File: config.mk
export PLATFORM = sky130hd
export DESIGN_NAME = i2c_auto_seq
export DESIGN_NICKNAME = d
export VERILOG_FILES = /design/src/rtl/i2c_auto_pkg.sv /design/src/rtl/i2c_seq_fifo.sv /design/src/rtl/i2c_seq_tmo.sv /design/src/rtl/i2c_seq_ctrl.sv /design/src/rtl/i2c_auto_seq.sv
export SDC_FILE = /design/constraint.sdc
export NUM_CORES = 1
export LEC_CHECK = 0
export ABC_AREA = 1
export BUFFER_PORTS_ARGS = -buffer_cell sky130_fd_sc_hd__buf_2
export CAP_MARGIN = 5
export CORE_MARGIN = 1
export CORE_UTILIZATION = 55
export DETAILED_ROUTE_END_ITERATION = 7
export PLACE_DENSITY = 0.75
export SLEW_MARGIN = 5
export SYNTH_ARGS = -nofsm -noshare
export SYNTH_HDL_FRONTEND = slang
export SYNTH_SLANG_ARGS = --single-unit
File: constraint.sdc
create_clock -name clk -period 5.15 [get_ports clk]
set_clock_uncertainty 0.05 [all_clocks]
set_input_delay 0.515 -clock clk [delete_from_list [all_inputs] [get_ports clk]]
set_output_delay 0.515 -clock clk [all_outputs]
set_load 0.03 [all_outputs]
File: src/rtl/i2c_auto_pkg.sv
package i2c_auto_pkg;

    typedef enum logic [1:0] {
        BC_START = 2'd0,
        BC_STOP  = 2'd1,
        BC_BIT   = 2'd2
    } bitcmd_e;

    typedef enum logic [3:0] {
        ST_IDLE, ST_START, ST_ADDR, ST_WAIT_TX, ST_WR,
        ST_WAIT_RX, ST_RD, ST_STOP, ST_END
    } seq_state_e;

    localparam int STAT_W   = 5;
    localparam int F_OK     = 0;
    localparam int F_ABORT  = 1;
    localparam int F_NACK   = 2;
    localparam int F_NODEV  = 3;
    localparam int F_TOUT   = 4;
    localparam int FSTAT_W  = 25;
    localparam int LVL_FLD  = 7;

    typedef struct packed {
        logic [9:0] addr;
        logic       ten;
        logic       rd;
        logic       stop;
    } xfer_cfg_t;

    function automatic logic [STAT_W-1:0] flag(input int pos);
        flag = STAT_W'(1) << pos;
    endfunction

    // step 0: first byte, 1: low address byte, 2: read header after Sr
    function automatic logic [7:0] addr_byte(input logic [9:0] a, input logic ten,
                                             input logic rd, input logic [1:0] step);
        if (!ten)           addr_byte = {a[6:0], rd};
        else if (step == 0) addr_byte = {5'b11110, a[9:8], 1'b0};
        else if (step == 1) addr_byte = a[7:0];
        else                addr_byte = {5'b11110, a[9:8], 1'b1};
    endfunction

endpackage

File: src/rtl/i2c_seq_fifo.sv
module i2c_seq_fifo #(
    parameter int DEPTH = 8,
    parameter int W     = 8,
    localparam int AW    = (DEPTH > 1) ? $clog2(DEPTH) : 1,
    localparam int LVL_W = $clog2(DEPTH + 1)
) (
    input  logic             clk,
    input  logic             rst,
    input  logic             push,
    input  logic [W-1:0]     din,
    input  logic             pop,
    output logic [W-1:0]     dout,
    output logic             full,
    output logic             empty,
    output logic [LVL_W-1:0] level
);
    logic [W-1:0]  mem [DEPTH];
    logic [AW-1:0] wp, rp;
    logic          do_push, do_pop;

    assign full    = (level == LVL_W'(DEPTH));
    assign empty   = (level == '0);
    assign do_push = push && !full;
    assign do_pop  = pop && !empty;
    assign dout    = mem[rp];

    function automatic logic [AW-1:0] nxt(input logic [AW-1:0] p);
        nxt = (p == AW'(DEPTH - 1)) ? '0 : p + 1'b1;
    endfunction

    always_ff @(posedge clk) begin
        if (rst) begin
            wp    <= '0;
            rp    <= '0;
            level <= '0;
        end else begin
            if (do_push) begin
                mem[wp] <= din;
                wp      <= nxt(wp);
            end
            if (do_pop) rp <= nxt(rp);
            case ({do_push, do_pop})
                2'b10:   level <= level + 1'b1;
                2'b01:   level <= level - 1'b1;
                default: level <= level;
            endcase
        end
    end

    a_r11_no_overflow: assert property (@(posedge clk) disable iff (rst)
        (full && push && !pop) |=> (level == LVL_W'(DEPTH)));
    a_r11_no_underflow: assert property (@(posedge clk) disable iff (rst)
        (empty && pop && !push) |=> (level == '0));
endmodule

File: src/rtl/i2c_seq_tmo.sv
module i2c_seq_tmo #(
    parameter int TO_W = 16
) (
    input  logic            clk,
    input  logic            rst,
    input  logic            active,
    input  logic            en,
    input  logic            scl_low,
    input  logic [TO_W-1:0] limit,
    output logic            fire
);
    logic [TO_W-1:0] cnt;
    logic            hold;

    assign hold = active && en && scl_low;
    assign fire = hold && (cnt == limit);

    always_ff @(posedge clk) begin
        if (rst || !hold) cnt <= '0;
        else if (cnt != limit) cnt <= cnt + 1'b1;
    end

    a_r8_fire_after_hold: assert property (@(posedge clk) disable iff (rst)
        (fire && limit != '0) |-> $past(scl_low && en));
endmodule

File: src/rtl/i2c_seq_ctrl.sv
module i2c_seq_ctrl
    import i2c_auto_pkg::*;
#(
    parameter int LEN_W = 8
) (
    input  logic              clk,
    input  logic              rst,
    input  logic              run,
    input  logic [LEN_W-1:0]  len,
    input  xfer_cfg_t         cfg,
    input  logic              tx_empty,
    input  logic [7:0]        tx_data,
    output logic              tx_pop,
    input  logic              rx_full,
    output logic              rx_push,
    output logic [7:0]        rx_wdata,
    input  logic              tmo_fire,
    output logic              busy,
    output logic              bit_req,
    output logic [1:0]        bit_cmd,
    output logic              bit_wbit,
    input  logic              bit_done,
    input  logic              bit_rx,
    input  logic              bit_lost,
    output logic [STAT_W-1:0] status,
    output logic              irq,
    input  logic              irq_clr
);
    seq_state_e        state;
    xfer_cfg_t         cq;
    logic [LEN_W-1:0]  cnt;
    logic [1:0]        step;
    logic [3:0]        bitn;
    logic [7:0]        sh;
    logic [STAT_W-1:0] res;
    seq_state_e        end_next;
    logic              slot;

    assign busy     = (state != ST_IDLE);
    assign end_next = cq.stop ? ST_STOP : ST_END;
    assign slot     = (bitn == 4'd8);
    assign rx_wdata = sh;
    assign tx_pop   = (state == ST_WAIT_TX) && !tx_empty && !tmo_fire;
    assign rx_push  = (state == ST_RD) && bit_done && !bit_lost && slot && !tmo_fire;

    always_comb begin
        bit_req  = 1'b0;
        bit_cmd  = BC_BIT;
        bit_wbit = 1'b1;
        case (state)
            ST_START: begin bit_req = 1'b1; bit_cmd = BC_START; end
            ST_STOP:  begin bit_req = 1'b1; bit_cmd = BC_STOP; end
            ST_ADDR, ST_WR: begin
                bit_req  = 1'b1;
                bit_wbit = slot ? 1'b1 : sh[7];
            end
            ST_RD: begin
                bit_req  = 1'b1;
                bit_wbit = slot ? (cnt == LEN_W'(1)) : 1'b1;
            end
            default: ;
        endcase
    end

    always_ff @(posedge clk) begin
        if (rst) begin
            state  <= ST_IDLE;
            cq     <= '0;
            cnt    <= '0;
            step   <= '0;
            bitn   <= '0;
            sh     <= '0;
            res    <= '0;
            status <= '0;
            irq    <= 1'b0;
        end else begin
            if (irq_clr) irq <= 1'b0;
            case (state)
                ST_IDLE: if (run && len != '0) begin
                    cq     <= cfg;
                    cnt    <= len;
                    step   <= '0;
                    status <= '0;
                    state  <= ST_START;
                end
                ST_END: begin
                    status <= res;
                    irq    <= 1'b1;
                    state  <= ST_IDLE;
                end
                default: begin
                    if (tmo_fire) begin
                        res   <= flag(F_TOUT);
                        state <= ST_END;
                    end else if (bit_done && bit_lost) begin
                        res   <= flag(F_ABORT);
                        state <= ST_END;
                    end else begin
                        case (state)
                            ST_START: if (bit_done) begin
                                sh    <= addr_byte(cq.addr, cq.ten, cq.rd, step);
                                bitn  <= '0;
                                state <= ST_ADDR;
                            end
                            ST_ADDR: if (bit_done) begin
                                if (!slot) begin
                                    sh   <= {sh[6:0], 1'b0};
                                    bitn <= bitn + 1'b1;
                                end else if (bit_rx) begin
                                    res   <= flag(F_NODEV);
                                    state <= end_next;
                                end else if (cq.ten && step == 2'd0) begin
                                    step <= 2'd1;
                                    sh   <= addr_byte(cq.addr, 1'b1, cq.rd, 2'd1);
                                    bitn <= '0;
                                end else if (cq.ten && step == 2'd1 && cq.rd) begin
                                    step  <= 2'd2;
                                    state <= ST_START;
                                end else begin
                                    state <= cq.rd ? ST_WAIT_RX : ST_WAIT_TX;
                                end
                            end
                            ST_WAIT_TX: if (!tx_empty) begin
                                sh    <= tx_data;
                                bitn  <= '0;
                                state <= ST_WR;
                            end
                            ST_WR: if (bit_done) begin
                                if (!slot) begin
                                    sh   <= {sh[6:0], 1'b0};
                                    bitn <= bitn + 1'b1;
                                end else if (bit_rx) begin
                                    res   <= flag(F_NACK);
                                    state <= end_next;
                                end else if (cnt == LEN_W'(1)) begin
                                    res   <= flag(F_OK);
                                    state <= end_next;
                                end else begin
                                    cnt   <= cnt - 1'b1;
                                    state <= ST_WAIT_TX;
                                end
                            end
                            ST_WAIT_RX: if (!rx_full) begin
                                bitn  <= '0;
                                state <= ST_RD;
                            end
                            ST_RD: if (bit_done) begin
                                if (!slot) begin
                                    sh   <= {sh[6:0], bit_rx};
                                    bitn <= bitn + 1'b1;
                                end else if (cnt == LEN_W'(1)) begin
                                    res   <= flag(F_OK);
                                    state <= end_next;
                                end else begin
                                    cnt   <= cnt - 1'b1;
                                    state <= ST_WAIT_RX;
                                end
                            end
                            ST_STOP: if (bit_done) state <= ST_END;
                            default: state <= ST_IDLE;
                        endcase
                    end
                end
            endcase
        end
    end

    a_r1_zero_len_refused: assert property (@(posedge clk) disable iff (rst)
        (!busy && run && len == '0) |=> !busy);
    a_r10_irq_at_end: assert property (@(posedge clk) disable iff (rst)
        $rose(irq) |-> $fell(busy));
    a_r10_status_onehot: assert property (@(posedge clk) disable iff (rst)
        $onehot0(status));
    a_r9_rx_room: assert property (@(posedge clk) disable iff (rst)
        rx_push |-> !rx_full);
endmodule

File: src/rtl/i2c_auto_seq.sv
module i2c_auto_seq
    import i2c_auto_pkg::*;
#(
    parameter int LEN_W    = 8,
    parameter int TO_W     = 16,
    parameter int TX_DEPTH = 8,
    parameter int RX_DEPTH = 8
) (
    input  logic               clk,
    input  logic               rst,
    input  logic               cmd_run,
    input  logic [LEN_W-1:0]   cmd_len,
    input  logic               cmd_rd,
    input  logic               cmd_stop,
    input  logic               tgt_ten,
    input  logic [9:0]         tgt_addr,
    input  logic               to_en,
    input  logic [TO_W-1:0]    to_limit,
    input  logic               tx_push,
    input  logic [7:0]         tx_data,
    input  logic               rx_pop,
    output logic [7:0]         rx_data,
    output logic [FSTAT_W-1:0] fifo_stat,
    output logic [STAT_W-1:0]  xfer_status,
    output logic               xfer_busy,
    output logic               irq_done,
    input  logic               irq_clr,
    output logic               bit_req,
    output logic [1:0]         bit_cmd,
    output logic               bit_wbit,
    input  logic               bit_done,
    input  logic               bit_rx,
    input  logic               bit_arb_lost,
    input  logic               scl_held_low
);
    localparam int TLW = $clog2(TX_DEPTH + 1);
    localparam int RLW = $clog2(RX_DEPTH + 1);

    logic [7:0]     txq_dout, rxq_din;
    logic           txq_pop, txq_full, txq_empty;
    logic           rxq_push, rxq_full, rxq_empty;
    logic [TLW-1:0] txq_lvl;
    logic [RLW-1:0] rxq_lvl;
    logic           tmo_fire;
    xfer_cfg_t      cfg;

    assign cfg = '{addr: tgt_addr, ten: tgt_ten, rd: cmd_rd, stop: cmd_stop};

    assign fifo_stat = {rxq_empty, rxq_full, LVL_FLD'(rxq_lvl), 7'b0,
                        txq_empty, txq_full, LVL_FLD'(txq_lvl)};

    i2c_seq_fifo #(.DEPTH(TX_DEPTH), .W(8)) u_txq (
        .clk(clk), .rst(rst), .push(tx_push), .din(tx_data), .pop(txq_pop),
        .dout(txq_dout), .full(txq_full), .empty(txq_empty), .level(txq_lvl));

    i2c_seq_fifo #(.DEPTH(RX_DEPTH), .W(8)) u_rxq (
        .clk(clk), .rst(rst), .push(rxq_push), .din(rxq_din), .pop(rx_pop),
        .dout(rx_data), .full(rxq_full), .empty(rxq_empty), .level(rxq_lvl));

    i2c_seq_tmo #(.TO_W(TO_W)) u_tmo (
        .clk(clk), .rst(rst), .active(xfer_busy), .en(to_en),
        .scl_low(scl_held_low), .limit(to_limit), .fire(tmo_fire));

    i2c_seq_ctrl #(.LEN_W(LEN_W)) u_ctrl (
        .clk(clk), .rst(rst), .run(cmd_run), .len(cmd_len), .cfg(cfg),
        .tx_empty(txq_empty), .tx_data(txq_dout), .tx_pop(txq_pop),
        .rx_full(rxq_full), .rx_push(rxq_push), .rx_wdata(rxq_din),
        .tmo_fire(tmo_fire), .busy(xfer_busy),
        .bit_req(bit_req), .bit_cmd(bit_cmd), .bit_wbit(bit_wbit),
        .bit_done(bit_done), .bit_rx(bit_rx), .bit_lost(bit_arb_lost),
        .status(xfer_status), .irq(irq_done), .irq_clr(irq_clr));
endmodule

# Word level (Yosys, flattened, before mapping)

Memories as Yosys holds them, arrays and structs flattened. A register that Yosys moved wholly into a read port is not among the register bits.
Cells that the tools add are included.

Bits in latches: 0
RAM bits: 128
ROM bits: 0
Logic and storage cells: 259
Register bits after elaboration: 86
Memories: 2
Bits of input ports: 56

Memory list:

| memory    | depth | width | rd ports | clocked after Yosys merged registers in | wr ports | line               | RTL |
|---|---|---|---|---|---|---|---|
| u_rxq.mem | 8     | 8     | 1        | 1                                       | 1        | i2c_seq_fifo.sv:17 | `logic [W-1:0] mem [DEPTH];` |
| u_txq.mem | 8     | 8     | 1        | 1                                       | 1        | i2c_seq_fifo.sv:17 |  |

Multiply operators: 0
Magnitude comparators: 0
Bitwise operators: 4
Reductions and logical operators: 56
Shift-type cells: 0
Add/sub/neg operators: 11
Div/mod/pow operators: 0
Equality and inequality tests: 62
Multiplexer cells: 105

Operator list:

| kind                    | count |
|---|---|
| $mux W8                 | 22 |
| $mux W4                 | 29 |
| $mux W5                 | 12 |
| $pmux W8 S5             | 1 |
| $pmux W8 S2             | 2 |
| $pmux W4 S7             | 1 |
| $mux W3                 | 9 |
| $pmux W4 S2             | 3 |
| $reduce_and A12 Y1      | 2 |
| $ne A2 B2 Y1 const B    | 11 |
| $pmux W4 S5             | 1 |
| $logic_and A1 B1 Y1     | 18 |
| $mux W2                 | 9 |
| $ne A6 B2 Y1 const B    | 3 |
| $reduce_and A9 Y1       | 2 |
| $add A16 B1 Y16 const B | 1 |
| $eq A16 B16 Y1          | 1 |
| $eq A4 B3 Y1 const B    | 4 |
| $eq A4 B4 Y1 const B    | 4 |
| $ne A16 B16 Y1          | 1 |
| $ne A4 B2 Y1 const B    | 4 |
| $pmux W5 S3             | 1 |
| $reduce_bool A5 Y1      | 3 |
| $reduce_bool A2 Y1      | 7 |
| other kinds (38)        | 87 |

# Longest topological paths before layout

Word-level depth: 12
Depth in mapped cells: 19
Depth with buffers taken out: 18

# Modules after synthesis

Synthesis repeated with hierarchy kept, for this count alone.

Cells, all modules: 1470
Area, all modules: 11522.3 sq um

By module, submodules not included:

| module       | area each (sq um) | seq. area each (sq um) | instances | cells each |
|---|---|---|---|---|
| i2c_seq_fifo | 3298.2            | 2182.1                 | 2         | 311 |
| i2c_seq_ctrl | 3449.6            | 1001.0                 | 1         | 587 |
| i2c_seq_tmo  | 1345.0            | 320.3                  | 1         | 243 |
| i2c_auto_seq | 131.4             | 0.0                    | 1         | 18 |

# Worst setup path before layout

No wires, ideal clock.

Path kind: register -> register
From: register u_ctrl.bitn[0]
To: register u_rxq.level[3]
Setup time: 119 ps
Setup slack: 2544 ps
Arrival time: 2437 ps
Stages on the path, launching flop included: 18
Data required time: 4981 ps
Buffers on the path: 0
Period minus slack after synthesis: 2606 ps
Cell sequence: dfxtp_1 > inv_1 > ha_1 > nand2_1 > nor2_1 > nand2_1 > nor4_2 > nand2_2 > ha_1 > ha_1 > nand2_1 > nor2_1 > a211oi_1 > nor2_1 > nor2_1 > nand2_1 > o21ai_0 > a21oi_1

Cells in the longest elaborated chain, start to end: 6
Elaborated cells on any way between the ends: 8
Those cells by class: 3 x eq/ne; 1 x mux; 4 x reduce/logical

Ends and longest elaborated chain:

| what                                              | line                | RTL |
|---|---|---|
| start, declared                                   | i2c_seq_ctrl.sv:33  | `logic [3:0] bitn;` |
| start signal, assigned                            | i2c_seq_ctrl.sv:108 | `bitn <= bitn + 1'b1;` |
| start signal, assigned                            | i2c_seq_ctrl.sv:131 | `bitn <= bitn + 1'b1;` |
| start signal, assigned                            | i2c_seq_ctrl.sv:150 | `bitn <= bitn + 1'b1;` |
| $eq A4 B4 Y1 *                                    | i2c_seq_ctrl.sv:41  | `assign slot = (bitn == 4'd8);` |
| $logic_and A1 B1 Y1 * (2 in a row)                | i2c_seq_ctrl.sv:44  | `assign rx_push = (state == ST_RD) && bit_done && !bit_lost && slot && !tmo_fire;` |
| $logic_and A1 B1 Y1 *                             | i2c_seq_fifo.sv:23  | `assign do_push = push && !full;` |
| $eq A2 B1 Y1 or $eq A2 B2 Y1 (tied branches)      | i2c_seq_fifo.sv:42  | `case ({do_push, do_pop})` |
| $pmux W4 S2 or $reduce_bool A2 Y1 (tied branches) | -                   |  |
| end signal, assigned                              | i2c_seq_fifo.sv:43  | `2'b10: level <= level + 1'b1;` |
| end signal, assigned                              | i2c_seq_fifo.sv:44  | `2'b01: level <= level - 1'b1;` |
| end signal, assigned                              | i2c_seq_fifo.sv:45  | `default: level <= level;` |
| end, declared                                     | i2c_seq_fifo.sv:15  | `output logic [LVL_W-1:0] level` |

Every way passes the cells marked *; elsewhere a longest branch is shown, timed or not.
A chain may end at the register's enable or synchronous reset.

# Worst setup path in the final report

From: register u_ctrl.state[2]
To: register u_rxq.level[3]

Cells in the longest elaborated chain, start to end: 9
Elaborated cells on any way between the ends: 15
Those cells by class: 3 x eq/ne; 1 x mux; 11 x reduce/logical

Ends and longest elaborated chain:

| what                                              | line                | RTL |
|---|---|---|
| start, declared                                   | i2c_seq_ctrl.sv:29  | `seq_state_e state;` |
| start signal, assigned                            | i2c_seq_ctrl.sv:111 | `state <= end_next;` |
| start signal, assigned                            | i2c_seq_ctrl.sv:120 | `state <= cq.rd ? ST_WAIT_RX : ST_WAIT_TX;` |
| start signal, assigned                            | i2c_seq_ctrl.sv:134 | `state <= end_next;` |
| $reduce_bool A4 Y1                                | i2c_seq_ctrl.sv:39  | `assign busy = (state != ST_IDLE);` |
| $logic_and A1 B1 Y1 (2 in a row)                  | i2c_seq_tmo.sv:15   | `assign hold = active && en && scl_low;` |
| $logic_and A1 B1 Y1                               | i2c_seq_tmo.sv:16   | `assign fire = hold && (cnt == limit);` |
| $logic_not A1 Y1                                  | i2c_seq_ctrl.sv:44  |  |
| $logic_and A1 B1 Y1 *                             | i2c_seq_ctrl.sv:44  |  |
| $logic_and A1 B1 Y1 *                             | i2c_seq_fifo.sv:23  |  |
| $eq A2 B1 Y1 or $eq A2 B2 Y1 (tied branches)      | i2c_seq_fifo.sv:42  |  |
| $pmux W4 S2 or $reduce_bool A2 Y1 (tied branches) | -                   |  |

Marked as above.

==> flow_metrics.tcl <==
set metrics [dict create \
    hold_class "input port to flip-flop" \
    clock_latency_ns 0.50 \
    vias 8608 \
    track_usage 0.239 \
    grt_max_degree 34 \
    yosysTopAreaCell "edfxtp_1" \
    crit_top_cell "nor2_1" \
    cts_resized 0 \
    critPathMaxFanout 16 \
    ant_nets 0 \
    rows 50 \
    path_depth 16 \
    drc 0 \
    worstMarginPinSlew_ns 0.996 \
    path_buf_inv 1 \
    fmax_mhz 323 \
    instances_no_fill 1630 \
    die_h_um 141 \
    final_hold_viol_count 0 \
    syn_inst 1275 \
    ys_types 41 \
    power-per-cell-area_nw_per_um2 502 \
    ys_async_sr_fraction 0 \
    path_clk_slew_ns 0.07 \
    grt_overflow_total 0 \
    p_int_mw 3.76 \
    critPathKind "flip-flop to flip-flop" \
    period_needed_ns 3.09 \
    grt_pass1_wl_um 38600 \
    place_area_um2 11300 \
    ctsHtreeMaxLevel 1 \
    place.gp.congestion 0.969 \
    synth.yosys.seq_area_share 0.533 \
    drv_slew 0 \
    power.share.clock 0.283 \
    p_seq_frac 0.379 \
    fin_setup_tns_ns 0 \
    yosys_register_bits 220 \
    p_leak_nw 4.91 \
    worstPathCellList "inv_2 > nand2_2 > nor2_4 > nor2_2 > nand3_1 > nand2_2 > ha_1 > ha_1 > nand2_1 > nor2_1 > a211oi_1 > nor2_1 > nor2_1 > nand2_1 > o21ai_0 > a21oi_1" \
    dominantRegCellSynth "edfxtp_1" \
    fin_crit_sh 0.601 \
    synth_area_leaders "edfxtp_1 36%, dfxtp_1 17%, nand2_1 8.3%" \
    post_cts_buffers 0 \
    layout.nets 1430 \
    ir_worst_vdd_v 0.000345 \
    end_kind "flip-flop" \
    cp_top_family "simple AND/OR/NAND/NOR gates" \
    setup_viol 0 \
    pin_count 100 \
    root_buffer "clkbuf_16" \
    syn_area_um2 10700 \
    synth_top_area_frac 0.360 \
    synthTopCellsByCount "237 x nand2_1, 222 x nor2_1, 128 x edfxtp_1, 126 x o21ai_0, 119 x inv_1" \
    areaGrowthSynthToFinish_pct 13.2 \
    wire_per_inst_um 14.5 \
    drtPass1Iterations 5 \
    p_sw_mw 2.30 \
    slew_headroom 0.335 \
    drt_iter0_drc 533 \
    crit_arrival_ns 3.43 \
    critPathSlowestCell "nor2_4" \
    slowest_delay_ns 0.39 \
    swShare 0.380 \
    p_total_mw 6.06 \
    clock_sinks 220 \
    whs_path_depth 4 \
    crit_required_ns 5.49 \
    core_region_area_um2 18800 \
    avgSynthCellArea_um2 8.37 \
    diodes 0 \
    maxCapViolCount 0 \
    first_global_vias 7999 \
    synthMostInstantiatedCell "nand2_1" \
    cts_buffers 23 \
    antenna_found_initial 0 \
    r2r_cells 16 \
    ys_warn_count 0 \
    synth_edf_count 128 \
    drt_wl_total_um 23600 \
    initial_utilization 0.566 \
    die_w_um 141 \
    pwr-share-comb 0.338 \
    cts_tree "yes" \
    routed_via_density 5.28 \
    cts_hold_buf 0 \
    dp.cells 1589 \
    numPortBuffers 86 \
    dpl.hpwl_um 16200 \
    die_area_um2 20000 \
    drive_gt1_frac 0.131 \
    rsz0062_at_grt "no" \
    outcome "finished, final reports clean" \
    cp-start-kind "flip-flop" \
    final_cell_area_um2 12100 \
    clockBufferDepth 3 \
]
registers in the layout, summed over array words and instances, names as in the netlist, named ones only:
name / cells
u_rxq.mem: 64
u_txq.mem: 64
u_tmo.cnt: 16
u_ctrl.cq: 13
u_ctrl.cnt: 8
u_ctrl.rx_wdata: 8
u_ctrl.res: 5
u_ctrl.status: 5
u_ctrl.bitn: 4
u_ctrl.state: 4
u_rxq.level: 4
u_txq.level: 4
u_rxq.rp: 3
u_rxq.wp: 3
u_txq.rp: 3
u_txq.wp: 3
u_ctrl.step: 2
u_ctrl.irq: 1
cells by family (layout without fill, tap and decap cells):
logic type               Yosys count  count (layout)  share of synthesized area
other                              1              13                   0.000352
XOR/XNOR                          13              13                     0.0107
AND/OR/NAND/NOR                  577             577                      0.226
multiplexers                       1               1                   0.000938
flip-flops                       220             220                      0.533
AO/OA/AOI/OAI                    252             252                      0.130
adder cells (fa/ha/maj)           20              20                     0.0242
buffers and inverters            191             274                     0.0747
routing by layer:
metal  GRT usage  share of wire  vias to the layer above
li1            -              -                     4396
met1       0.315           0.46                     4002
met2       0.418           0.48                      179
met3      0.0334          0.040                       31
met4      0.0584          0.018                        0
met5           0              0                        -
per-stage QoR:
stage / setup slack [ns] / hold slack [ns] / util
floorplan: 2.54 / 0.374 / -
global placement: 2.01 / 0.387 / 0.598
detailed placement: 1.94 / 0.385 / 0.598
CTS: 2.04 / 0.201 / 0.641
global route: 1.67 / 0.221 / 0.641
finish: 2.06 / 0.218 / 0.641
worst paths after layout:
check	from	to	slack [ns]
max	u_ctrl.state[2]	u_rxq.level[3]	2.06
max reg2reg	u_ctrl.state[2]	u_rxq.level[3]	2.06
min reg2reg	u_ctrl.cq[11]	u_ctrl.cq[11]	0.40
min	irq_clr	u_ctrl.irq	0.22
layout make-up:
class	instances	area, um2
Tap cell	260	325
Multi-Input combinational cell	876	4230
Clock buffer	29	674
Timing Repair Buffer	98	520
Inverter	135	507
Fill cell	1606	6760
Clock inverter	12	130
Sequential cell	220	5690
tightest hold or removal path: cells and delay by family:
kind                   cells  cell delay, ns
AND/OR/NAND/NOR            1            0.05
AO/OA/AOI/OAI              1            0.06
buffers and inverters      2            0.11
power by group through the flow:
stage / combinational [mW] / sequential (mW) / clock, mW
2_1_floorplan: 1.58 / 2.29 / 0
3_3_place_gp: 1.99 / 2.32 / 0
3_5_place_dp: 2.02 / 2.33 / 0
4_1_cts: 2.03 / 2.29 / 1.74
5_1_grt: 2.29 / 2.33 / 1.81
6_report: 2.04 / 2.30 / 1.72
placed cells by master (no fill, tap or decap), types with 18 or more instances in the layout:
cell and n:
o21ai_0 126, a21oi_1 70, nand2_1 237, inv_1 119
edfxtp_1 128, nor2_1 222, ha_1 19, nand3_1 62
clkbuf_16 25, buf_2 86, dfxtp_1 92, o211ai_1 18
No activity file was read; power rests on OpenSTA's default activity.
